<file path="config.mk">
export PLATFORM = sky130hd
export DESIGN_NAME = split_region_guard
export DESIGN_NICKNAME = d
export VERILOG_FILES = /design/src/rtl/srg_pkg.sv /design/src/rtl/srg_cfg_regs.sv /design/src/rtl/srg_perm_check.sv /design/src/rtl/srg_fault_capture.sv /design/src/rtl/split_region_guard.sv
export SDC_FILE = /design/constraint.sdc
export NUM_CORES = 1
export LEC_CHECK = 0
export BUFFER_PORTS_ARGS = -buffer_cell sky130_fd_sc_hd__buf_2
export CORE_MARGIN = 2
export CORE_UTILIZATION = 29
export CTS_CLUSTER_SIZE = 20
export DETAILED_ROUTE_END_ITERATION = 12
export SLEW_MARGIN = 15
export SYNTH_ARGS = -nofsm -noshare
export SYNTH_HDL_FRONTEND = slang
export SYNTH_SLANG_ARGS = --single-unit
</file>
<file path="constraint.sdc">
create_clock -name clk -period 3.61 [get_ports clk]
set_clock_uncertainty 0.1 [all_clocks]
set_input_delay 0.722 -clock clk [delete_from_list [all_inputs] [get_ports clk]]
set_output_delay 0.722 -clock clk [all_outputs]
set_load 0.005 [all_outputs]
</file>
<file path="src/rtl/srg_pkg.sv">
package srg_pkg;

    typedef enum logic [1:0] {
        ACC_READ  = 2'd0,
        ACC_WRITE = 2'd1,
        ACC_FETCH = 2'd2,
        ACC_NONE  = 2'd3
    } acc_kind_e;

    // bit 0 is lo_r; order matters for the register layout
    typedef struct packed {
        logic hi_x;
        logic hi_w;
        logic hi_r;
        logic lo_x;
        logic lo_w;
        logic lo_r;
    } perm_t;

    localparam int PERM_W    = 6;
    localparam int PART_W    = 3;

    localparam logic [1:0] SEL_CFG   = 2'd0;
    localparam logic [1:0] SEL_CTRL  = 2'd1;
    localparam logic [1:0] SEL_FAULT = 2'd2;
    localparam logic [1:0] SEL_LOCK  = 2'd3;

    localparam int CTRL_EN   = 0;
    localparam int CTRL_CLR  = 1;
    localparam int CTRL_PEND = 2;

endpackage

</file>
<file path="src/rtl/srg_cfg_regs.sv">
module srg_cfg_regs
    import srg_pkg::*;
#(
    parameter int              ADDR_W   = 16,
    parameter int              DATA_W   = 32,
    parameter int              ALIGN_W  = 2,
    parameter logic [ADDR_W-1:0] WIN_BASE = 16'h4000,
    parameter logic [ADDR_W-1:0] WIN_TOP  = 16'h5FFF,
    parameter logic [PERM_W-1:0] RST_PERM = 6'h3F
) (
    input  logic              clk,
    input  logic              rst_n,
    input  logic              reg_wr,
    input  logic [1:0]        reg_sel,
    input  logic [DATA_W-1:0] reg_wdata,
    output logic [ADDR_W-1:0] split_o,
    output perm_t             perm_o,
    output logic              en_o,
    output logic              clr_o,
    output logic              lock_o
);

    localparam int SPLIT_LSB = DATA_W - ADDR_W;

    typedef struct packed {
        logic [ADDR_W-1:0] split;
        perm_t             perm;
        logic              en;
        logic              clr;
        logic              lock;
    } cfg_t;

    cfg_t              s_d, s_q;
    logic [ADDR_W-1:0] wr_split;
    logic              split_in_win;
    logic              split_aligned;
    logic              split_ok;
    logic              unused_wdata;

    assign unused_wdata = ^reg_wdata[SPLIT_LSB-1:PERM_W];

    always_comb begin
        wr_split      = reg_wdata[DATA_W-1:SPLIT_LSB];
        split_in_win  = (wr_split >= WIN_BASE) && (wr_split <= WIN_TOP);
        split_aligned = (wr_split[ALIGN_W-1:0] == '0);
        split_ok      = split_in_win && split_aligned;

        s_d = s_q;
        if (reg_wr) begin
            case (reg_sel)
                SEL_CFG: begin
                    // rejected writes leave split and permissions as they were
                    if (!s_q.lock && split_ok) begin
                        s_d.split = wr_split;
                        s_d.perm  = perm_t'(reg_wdata[PERM_W-1:0]);
                    end
                end
                SEL_CTRL: begin
                    if (!s_q.lock) begin
                        s_d.en = reg_wdata[CTRL_EN];
                    end
                    s_d.clr = reg_wdata[CTRL_CLR];
                end
                SEL_LOCK: begin
                    if (reg_wdata[0]) begin
                        s_d.lock = 1'b1;
                    end
                end
                default: ;
            endcase
        end
    end

    always_ff @(posedge clk or negedge rst_n) begin
        if (!rst_n) begin
            s_q.split <= WIN_BASE;
            s_q.perm  <= perm_t'(RST_PERM);
            s_q.en    <= 1'b0;
            s_q.clr   <= 1'b0;
            s_q.lock  <= 1'b0;
        end else begin
            s_q <= s_d;
        end
    end

    assign split_o = s_q.split;
    assign perm_o  = s_q.perm;
    assign en_o    = s_q.en;
    assign clr_o   = s_q.clr;
    assign lock_o  = s_q.lock;

endmodule

</file>
<file path="src/rtl/srg_perm_check.sv">
module srg_perm_check
    import srg_pkg::*;
#(
    parameter int                ADDR_W   = 16,
    parameter logic [ADDR_W-1:0] WIN_BASE = 16'h4000,
    parameter logic [ADDR_W-1:0] WIN_TOP  = 16'h5FFF
) (
    input  logic              acc_valid,
    input  logic [ADDR_W-1:0] acc_addr,
    input  logic [1:0]        acc_kind,
    input  logic [ADDR_W-1:0] split_i,
    input  perm_t             perm_i,
    output logic              in_win_o,
    output logic              deny_o
);

    logic                    hi_part;
    logic [PERM_W-1:0]       perm_vec;
    logic [PART_W-1:0]       part_perm;
    logic                    grant;

    assign perm_vec = perm_i;
    assign hi_part  = (acc_addr >= split_i);

    // pick read/write/fetch bits of the half the address falls in
    for (genvar k = 0; k < PART_W; k++) begin : g_part
        assign part_perm[k] = hi_part ? perm_vec[PART_W + k] : perm_vec[k];
    end

    always_comb begin
        in_win_o = (acc_addr >= WIN_BASE) && (acc_addr <= WIN_TOP);
        case (acc_kind)
            ACC_READ:  grant = part_perm[0];
            ACC_WRITE: grant = part_perm[1];
            ACC_FETCH: grant = part_perm[2];
            default:   grant = 1'b1;
        endcase
        deny_o = acc_valid && in_win_o && !grant;
    end

endmodule

</file>
<file path="src/rtl/srg_fault_capture.sv">
module srg_fault_capture
    import srg_pkg::*;
#(
    parameter int ADDR_W = 16
) (
    input  logic              clk,
    input  logic              rst_n,
    input  logic              deny_i,
    input  logic [ADDR_W-1:0] acc_addr,
    input  logic [1:0]        acc_kind,
    input  logic              clr_i,
    output logic              pend_o,
    output logic [ADDR_W-1:0] f_addr_o,
    output logic              f_wr_o,
    output logic              f_fx_o
);

    typedef struct packed {
        logic              pend;
        logic [ADDR_W-1:0] addr;
        logic              wr;
        logic              fx;
    } flt_t;

    flt_t s_d, s_q;

    always_comb begin
        s_d = s_q;
        if (clr_i) begin
            // clear level wins over a denial in the same cycle
            s_d.pend = 1'b0;
        end else if (!s_q.pend && deny_i) begin
            s_d.pend = 1'b1;
            s_d.addr = acc_addr;
            s_d.wr   = (acc_kind == ACC_WRITE);
            s_d.fx   = (acc_kind == ACC_FETCH);
        end
    end

    always_ff @(posedge clk or negedge rst_n) begin
        if (!rst_n) begin
            s_q <= '0;
        end else begin
            s_q <= s_d;
        end
    end

    assign pend_o   = s_q.pend;
    assign f_addr_o = s_q.addr;
    assign f_wr_o   = s_q.wr;
    assign f_fx_o   = s_q.fx;

endmodule

</file>
<file path="src/rtl/split_region_guard.sv">
module split_region_guard
    import srg_pkg::*;
#(
    parameter int                ADDR_W   = 16,
    parameter int                DATA_W   = 32,
    parameter int                ALIGN_W  = 2,
    parameter logic [ADDR_W-1:0] WIN_BASE = 16'h4000,
    parameter logic [ADDR_W-1:0] WIN_TOP  = 16'h5FFF,
    parameter logic [PERM_W-1:0] RST_PERM = 6'h3F
) (
    input  logic              clk,
    input  logic              rst_n,
    input  logic              reg_wr,
    input  logic [1:0]        reg_sel,
    input  logic [DATA_W-1:0] reg_wdata,
    output logic [DATA_W-1:0] reg_rdata,
    input  logic              acc_valid,
    input  logic [ADDR_W-1:0] acc_addr,
    input  logic [1:0]        acc_kind,
    output logic              acc_deny,
    output logic              irq
);

    localparam int SPLIT_LSB = DATA_W - ADDR_W;

    logic [ADDR_W-1:0] cfg_split;
    perm_t             cfg_perm;
    logic              cfg_en;
    logic              cfg_clr;
    logic              cfg_lock;
    logic              chk_in_win;
    logic              chk_deny;
    logic              flt_pend;
    logic [ADDR_W-1:0] flt_addr;
    logic              flt_wr;
    logic              flt_fx;

    srg_cfg_regs #(
        .ADDR_W   (ADDR_W),
        .DATA_W   (DATA_W),
        .ALIGN_W  (ALIGN_W),
        .WIN_BASE (WIN_BASE),
        .WIN_TOP  (WIN_TOP),
        .RST_PERM (RST_PERM)
    ) u_cfg (
        .clk       (clk),
        .rst_n     (rst_n),
        .reg_wr    (reg_wr),
        .reg_sel   (reg_sel),
        .reg_wdata (reg_wdata),
        .split_o   (cfg_split),
        .perm_o    (cfg_perm),
        .en_o      (cfg_en),
        .clr_o     (cfg_clr),
        .lock_o    (cfg_lock)
    );

    srg_perm_check #(
        .ADDR_W   (ADDR_W),
        .WIN_BASE (WIN_BASE),
        .WIN_TOP  (WIN_TOP)
    ) u_check (
        .acc_valid (acc_valid),
        .acc_addr  (acc_addr),
        .acc_kind  (acc_kind),
        .split_i   (cfg_split),
        .perm_i    (cfg_perm),
        .in_win_o  (chk_in_win),
        .deny_o    (chk_deny)
    );

    srg_fault_capture #(
        .ADDR_W (ADDR_W)
    ) u_fault (
        .clk      (clk),
        .rst_n    (rst_n),
        .deny_i   (chk_deny),
        .acc_addr (acc_addr),
        .acc_kind (acc_kind),
        .clr_i    (cfg_clr),
        .pend_o   (flt_pend),
        .f_addr_o (flt_addr),
        .f_wr_o   (flt_wr),
        .f_fx_o   (flt_fx)
    );

    always_comb begin
        reg_rdata = '0;
        case (reg_sel)
            SEL_CFG: begin
                reg_rdata[DATA_W-1:SPLIT_LSB] = cfg_split;
                reg_rdata[PERM_W-1:0]         = cfg_perm;
            end
            SEL_CTRL: begin
                reg_rdata[CTRL_EN]   = cfg_en;
                reg_rdata[CTRL_CLR]  = cfg_clr;
                reg_rdata[CTRL_PEND] = flt_pend;
            end
            SEL_FAULT: begin
                reg_rdata[ADDR_W-1:0] = flt_addr;
                reg_rdata[ADDR_W]     = flt_wr;
                reg_rdata[ADDR_W+1]   = flt_fx;
            end
            default: begin
                reg_rdata[0] = cfg_lock;
            end
        endcase
    end

    assign acc_deny = chk_deny;
    assign irq      = flt_pend && cfg_en;

endmodule

</file>
After elaboration in Yosys (flattened, before gate mapping). Cells that the tools add are included. Widths: inputs -> output; s select.

Latch bits: 0. Bits in read-only memories: 0. Memory bits (writable): 0. Output and inout port bits: 34. Word-level logic and storage cells: 58. Memories kept: 0. Register bits: 44. Input port bits: 56.

Reduce and logical (&&, ||, !) cells: 20. Shift operators: 0. Eq/ne operators: 5. Div/mod/pow operators: 0. Add/sub/neg operators: 0. Multiply operators: 0. Bitwise operators: 2. Multiplexer cells: 12. $lt $le $gt $ge: 5.

Operators with widths (number): $ge 16x15->1 const B (2); $le 16x15->1 const B (2); $mux 19 (1); $ge 16x16->1 (1); $mux 14 (1); $mux 10 (1); $reduce_and 3->1 (3); $logic_and 1x1->1 (8); $eq 2x2->1 const B (3); $logic_not 2->1 (3); $pmux 1 s3 (2); $pmux 2 s3 (1); $pmux 3 s2 (1); $eq 2x1->1 const B (2); $mux 1 (4); $pmux 2 s2 (1); $reduce_and 2->1 (2); $logic_not 1->1 (3); $not 1->1 (2); $reduce_bool 2->1 (1).

Depth between registers and ports, before layout. Gate-level depths: netlist of run 1.

Depth after elaboration: 8. Gate-level depth with buffers: 10. Gate-level depth less buffers: 9.

Modules after synthesis. From an unflattened synthesis of run 1, not the netlist that was laid out.

Cell total of the unflattened synthesis: 210. Area total of the unflattened synthesis: 2600.0 um2.

By module, submodules not included: srg_cfg_regs (cells an instance 59, sequential area each 634.4 um2, area each 1017.2 um2, times used 1); srg_fault_capture (cells an instance 44, sequential area each 475.5 um2, area each 779.5 um2, times used 1); srg_perm_check (cells an instance 61, sequential area each 0.0 um2, area each 478.0 um2, times used 1); split_region_guard (cells an instance 46, sequential area each 0.0 um2, area each 325.3 um2, times used 1).

Worst setup path after synthesis of run 1. No wires, ideal clock.

Kind: input -> output. From: in acc_addr[0]. To: out acc_deny. Setup slack: 0.504 ns. Data required time: 2.788 ns. Arrival: 2.284 ns. Stages on the path: 8. Path buffers: 0. Cell sequence: inv_1 ha_1 nand2b_4 a2111oi_4 o41a_1 nand3_2 mux2_4 and3_1.

Longest elaborated chain between the ends: 5. Elaborated cells between the ends (all ways): 11. Classes of those cells: order compare (3); mux (4); reduce/logical (4).

RTL lines: from (decl) (line split_region_guard.sv:18) `input logic [ADDR_W-1:0] acc_addr,`; $ge 16x16->1 (line srg_perm_check.sv:23) `assign hi_part = (acc_addr >= split_i);`; $mux 1 (line srg_perm_check.sv:27) `assign part_perm[k] = hi_part ? perm_vec[PART_W + k] : perm_vec[k];`; $pmux 1 s3 (line srg_perm_check.sv:32) `case (acc_kind)`; $logic_not 1->1 (line srg_perm_check.sv:38) `deny_o = acc_valid && in_win_o && !grant;`; $logic_and 1x1->1 * (line srg_perm_check.sv:38); to (decl) (line split_region_guard.sv:20) `output logic acc_deny,`.

Every way passes the cells marked *; elsewhere a longest branch is shown, timed or not.

Worst setup path in the final report of run 1.
From: reg u_cfg.s_q, in the netlist u_cfg.split_o[14]. To: out acc_deny.

Longest elaborated chain between the ends: 5. Elaborated cells between the ends (all ways): 7. Classes of those cells: order compare (1); mux (4); reduce/logical (2).

RTL lines: from (decl) (line srg_cfg_regs.sv:33) `cfg_t s_d, s_q;`; $ge 16x16->1 * (line srg_perm_check.sv:23); $mux 1 (line srg_perm_check.sv:27); $pmux 1 s3 * (line srg_perm_check.sv:32); $logic_not 1->1 * (line srg_perm_check.sv:38); $logic_and 1x1->1 * (line srg_perm_check.sv:38).

Marked as above.

==> impl_metrics.yaml, run 1 <==
route:
  vias: 1882
  drc_errors: 0
  drt-initial-drc-count: 32
  firstDrtPassIters: 4
  drtAntennaViolNets: 0
  wirelength_um: 5840
  post_drt_wl_per_cell_um: 14.5
  vias_per_cell: 4.67
synth:
  synth_top_area_frac: 0.370
  synthFlopType: "dfrtp_1"
  syn_inst: 218
  syn_area_per_cell_um2: 11.5
  synth_fp_nets: 290
  synth_top_area_cell: "dfrtp_1"
  synth_edf_count: 0
  synth_seq_cells: 44
  synth.distinct_cells: 35
  ys_seq_area_frac: 0.444
  synth-async-reset-ratio: 1.00
  synth_area_mm2: 0.00250
  ys_top_cells_by_area: "dfrtp_1 (37%), mux2_2 (12%), ha_1 (8.0%)"
  ys_warn_count: 0
cts:
  clock_path_buffers: 2
  cts.hold.buffers_added: 0
  clk_pin_slew_ns: 0.08
  cts_sinks: 44
  htree_levels: 2
  cts_tree: "yes"
  cts_setup_buffers: 0
  cts_buffers: 5
  cts_root_buf: "clkbuf_8"
  clkLatencyLatePin_ns: 0.29
  post_cts_resized: 0
cells_and_area:
  antenna_cells: 0
  drive_gt1_frac: 0.453
  area_growth_syn_to_layout_pct: 23.6
  final_common_cell: "buf_2"
  nets: 369
  final_area_mm2: 0.00309
  mostFrequentLayoutCells: "buf_2 (79), dfrtp_1 (37), mux2_2 (27)"
setup_path:
  path_class: "register to output pin"
  crit_fanout: 3
  startpoint: "u_cfg.split_o[14]"
  cp-end-kind: "output pin"
  cp.arrival_ns: 2.61
  reg2reg_depth: 9
  r2r_start: "u_cfg.split_o[14]"
  critPathRequiredTime_ns: 2.79
  start_kind: "register"
sta:
  slew_violations: 0
  rsz0062_at_grt: "no"
  worst_slew_pin_slew_ns: 0.994
  finalSetupTns_ns: 0
  slew_headroom: 0.338
  hold-worst-slack_ns: 0.360
  finalHoldViolations: 0
  finalSetupViolations: 0
  min_period_ns: 3.44
  fin_crit_sh: 0.952
  max_freq_mhz: 291
pwr:
  p_int_mw: 0.833
  switching_power_mw: 0.285
  p_leak_nw: 1.55
  fin_total_pwr_mw: 1.12
  clockPowerShare: 0.283
  swShare: 0.255
  pwr_density_cell_mw_per_mm2: 362
  p_seq_frac: 0.526
  comb_power_share: 0.191
  ir_worst_vdd_uv: 131
worst_hold_path:
  hold_path_depth: 1
  hold_class: "register to register"
  hp-start: "u_fault.f_addr_o[14]"
placement:
  hpwlAfterDp_um: 4530
  place_area_mm2: 0.00300
  routabilityCongestion: 0.817
  io_buffer_count: 79
die:
  ios: 90
  coreArea_mm2: 0.00830
  die_w_um: 96.9
  start_util: 0.301
  fp.dieH_um: 96.9
  rows: 33
  die-area_mm2: 0.00938
grt:
  antenna_found_initial: 0
  grt_pass1_vias: 1963
  grt_pass1_wl_um: 9510
  grt_util_all_layers: 0.126
  grt-ovfl-total: 0
  grt_max_degree: 45
run_status:
  status: "finished clean"
run:
  maxCapViolCount: 0
## critical path, stage by stage, from the launching register on
cell     delay, ns
dfstp_2       0.52
inv_1         0.06
ha_1          0.29
and4_1        0.21
nand2_1       0.06
o41a_1        0.43
nand3_2       0.14
mux2_4        0.34
and3_1        0.15
buf_2         0.12
## per-stage QoR
step / std cells / utilization / worst slack, ns
after floorplan: 218 / - / 0.504
after global placement: 395 / 0.362 / 0.163
after detailed placement: 395 / 0.362 / 0.165
after CTS: 403 / 0.373 / 0.142
after global routing: 403 / 0.373 / 0.0132
final: 403 / 0.373 / 0.175
## flip-flops by register name, summed over array words and instances (netlist names)
signal            flops
u_cfg.split_o        16
u_fault.f_addr_o     16
u_cfg.perm_o          6
u_cfg.clr_o           1
u_cfg.en_o            1
u_cfg.lock_o          1
u_fault.f_fx_o        1
u_fault.f_wr_o        1
u_fault.pend_o        1
## cell type report
type                            count  area (um^2)
Multi-Input combinational cell    149         1290
Fill cell                         860         5210
Timing Repair Buffer               81          410
Clock buffer                        8         90.1
Sequential cell                    44         1110
Inverter                           16         60.1
Tap cell                          105          131
## kinds of logic after synthesis
group	share of synthesized area
AO/OA/AOI/OAI	0.0520
adder cells (fa/ha/maj)	0.0800
buffers and inverters	0.0405
flip-flops	0.444
multiplexers	0.224
AND/OR/NAND/NOR	0.160
## layer usage
layer / up-vias / share of wire / GRT usage
li1: 924 / - / -
met1: 903 / 0.46 / 0.166
met2: 45 / 0.48 / 0.205
met3: 10 / 0.042 / 0.0332
met4: 0 / 0.014 / 0.0358
met5: - / 0 / 0
## power by group through the flow
| stage | Combinational [mW] | Clock [mW] | Sequential, mW |
|---|---|---|---|
| finish | 0.214 | 0.316 | 0.588 |
| global route | 0.240 | 0.356 | 0.597 |
| CTS | 0.219 | 0.330 | 0.588 |
| detailed placement | 0.219 | 0 | 0.598 |
| global placement | 0.213 | 0 | 0.596 |
| floorplan | 0.139 | 0 | 0.585 |
## cell usage after synthesis, types with 2 or more instances
cell and n:
nand2_1 10, nor3_1 15, nor2_1 13, and4_1 2, a21oi_1 5, mux2_2 27
ha_1 16, and2_1 17, o21ai_0 4, mux2_4 8, nand4_1 2, buf_1 3
mux2i_1 9, inv_1 16, a31oi_1 2, dfrtp_1 37, dfstp_2 7, nor2b_1 4
clkbuf_1 5
## path summary, 6_finish.rpt
kind	endpoint	slack, ns
worst max-delay path	acc_deny	0.17
max in group asynchronous	u_cfg.split_o[3]	2.30
min in group asynchronous	u_fault.pend_o	0.49
worst min-delay path	u_fault.f_addr_o[14]	0.36
worst max register to register	u_fault.f_addr_o[6]	0.59
worst min register to register	u_fault.f_addr_o[14]	0.36
Power figures use the tool's default switching activity.
==> inputs of run 2 (changes only) <==
PLACE_DENSITY = 0.57   (was unset)
==> run 2 against run 1 <==
  * Maximum frequency decreased by 0.82%
  * Clock-buffer cell count fell by 2
  * Global-route usage is 0.36 points higher
  * Wire length up 2.1%
  * Register-to-register slack barely moved
  * Die area is the same
  * Combinational power about the same
  * Critical path type unchanged
  * Largest power group unchanged
==> impl_metrics.yaml, run 2 (same netlist as run 1, synthesis figures left out) <==
run_status:
  status: "finished clean"
sta:
  finalSetupTns_ns: 0
  min_period_ns: 3.46
  max_freq_mhz: 289
  rsz0062_at_grt: "no"
  fin_crit_sh: 0.959
  worst_slew_pin_slew_ns: 0.983
  slew_violations: 0
  finalHoldViolations: 0
  slew_headroom: 0.345
  finalSetupViolations: 0
  hold-worst-slack_ns: 0.368
cells_and_area:
  stdcell_count: 403
  final_area_mm2: 0.00311
  multiInputGateArea_mm2: 0.00129
  fillers: 860
  regArea_mm2: 0.00111
  antenna_cells: 0
  nets: 369
  final_common_cell: "buf_2"
  drive_gt1_frac: 0.456
  mostFrequentLayoutCells: "buf_2 (79), dfrtp_1 (37), mux2_2 (27)"
  area_growth_syn_to_layout_pct: 24.3
grt:
  grtUsageMet3: 0.0325
  met1_usage: 0.170
  grt_pass1_wl_um: 9730
  grt-ovfl-total: 0
  grt_util_all_layers: 0.130
  antenna_found_initial: 0
  gr-usage-met2: 0.216
  gr-max-usage-layer: "met2"
  grt_pass1_vias: 1934
  grt_max_degree: 45
pwr:
  p_seq_frac: 0.500
  ir_worst_vdd_uv: 182
  swShare: 0.248
  p_int_mw: 0.882
  pwr_density_cell_mw_per_mm2: 377
  clockPowerShare: 0.317
  fin_total_pwr_mw: 1.17
  p_leak_nw: 1.56
  comb_power_share: 0.183
  switching_power_mw: 0.292
setup_path:
  crit_slowest_cell: "dfstp_2"
  crit_fanout: 3
  r2r_start: "u_cfg.split_o[14]"
  cp_top_family: "simple AND/OR/NAND/NOR gates"
  cp.arrival_ns: 2.64
  path_class: "register to output pin"
  crit_buf_inv: 2
  reg2reg_depth: 9
  reg2reg_slack_ns: 0.58
  cp-end-kind: "output pin"
  critical_path.max_stage_delay_ns: 0.53
  critPathRequiredTime_ns: 2.79
  start_kind: "register"
  path_cells: "inv_1, ha_1, and4_1, nand2_1, o41a_1, nand3_2, mux2_4, and3_1, buf_2"
  reg2reg_to: "u_fault.f_addr_o[3]"
cts:
  cts_sinks: 44
  post_cts_resized: 0
  htree_levels: 2
  clkLatencyLatePin_ns: 0.30
  clk_pin_slew_ns: 0.08
  cts.hold.buffers_added: 0
  cts_setup_buffers: 0
  cts_buffers: 5
  clock_path_buffers: 2
  cts_root_buf: "clkbuf_8"
  cts_tree: "yes"
die:
  rows: 33
  ios: 90
  coreArea_mm2: 0.00830
  fp.dieH_um: 96.9
  start_util: 0.301
  die-area_mm2: 0.00938
  die_w_um: 96.9
route:
  drtAntennaViolNets: 0
  wirelength_um: 5960
  vias: 1852
  vias_per_cell: 4.60
  drc_errors: 0
  post_drt_wl_per_cell_um: 14.8
  drt-initial-drc-count: 28
  firstDrtPassIters: 4
worst_hold_path:
  hold_class: "register to register"
  hold_path_depth: 1
  hp-start: "u_fault.f_addr_o[14]"
  hold_end: "u_fault.f_addr_o[14]"
run:
  maxCapViolCount: 0
placement:
  hpwlAfterDp_um: 4530
  place_area_mm2: 0.00300
  io_buffer_count: 79
  routabilityCongestion: 0.792
  dp_cells: 395
[run 2: worst max-delay path by stage]
stage / startpoint / end / cells past startpoint
final: u_cfg.split_o[14] / acc_deny / 9
after CTS: u_cfg.split_o[14] / acc_deny / 9
after detailed placement: acc_addr[11] / acc_deny / 9
after floorplan: acc_addr[0] / acc_deny / 8
after global placement: acc_addr[0] / acc_deny / 10
after global routing: u_cfg.split_o[14] / acc_deny / 9
[run 2: metal layers]
| layer | vias to the layer above | share of wire |
|---|---|---|
| met1 | 886 | 0.47 |
| li1 | 917 | - |
| met5 | - | 0 |
| met3 | 5 | 0.045 |
| met4 | 0 | 0.0091 |
| met2 | 44 | 0.48 |
[run 2: worst reg2reg max path, delay by kind of cell (launching register included)]
kind	cells	cell delay [ns]
AOI/OAI and AO/OA	1	0.43
muxes	2	0.71
and+or+nand+nor	4	0.79
DFF	1	0.53
adders and majority gates	1	0.29
buffers and inverters	1	0.07
[run 2: layout make-up]
class	instances	share of cell area
Sequential cell	44	0.357
Tap cell	105	0.0423
Timing Repair Buffer	81	0.132
Inverter	16	0.0193
Multi-Input combinational cell	149	0.415
Clock buffer	6	0.0233
Clock inverter	2	0.0113
[run 2: power groups by stage]
| stage | logic, mW | clock network (mW) | registers, mW |
|---|---|---|---|
| 5_1_grt | 0.241 | 0.407 | 0.595 |
| 2_1_floorplan | 0.139 | 0 | 0.585 |
| 6_report | 0.214 | 0.372 | 0.587 |
| 3_5_place_dp | 0.218 | 0 | 0.597 |
| 4_1_cts | 0.219 | 0.386 | 0.587 |
| 3_3_place_gp | 0.214 | 0 | 0.595 |
[run 2: per-stage QoR]
step                 util  setup WS, ns
floorplan               -         0.504
CTS                 0.375         0.127
detailed placement  0.362         0.155
global placement    0.362         0.170
finish              0.375         0.147
global route        0.375        0.0273
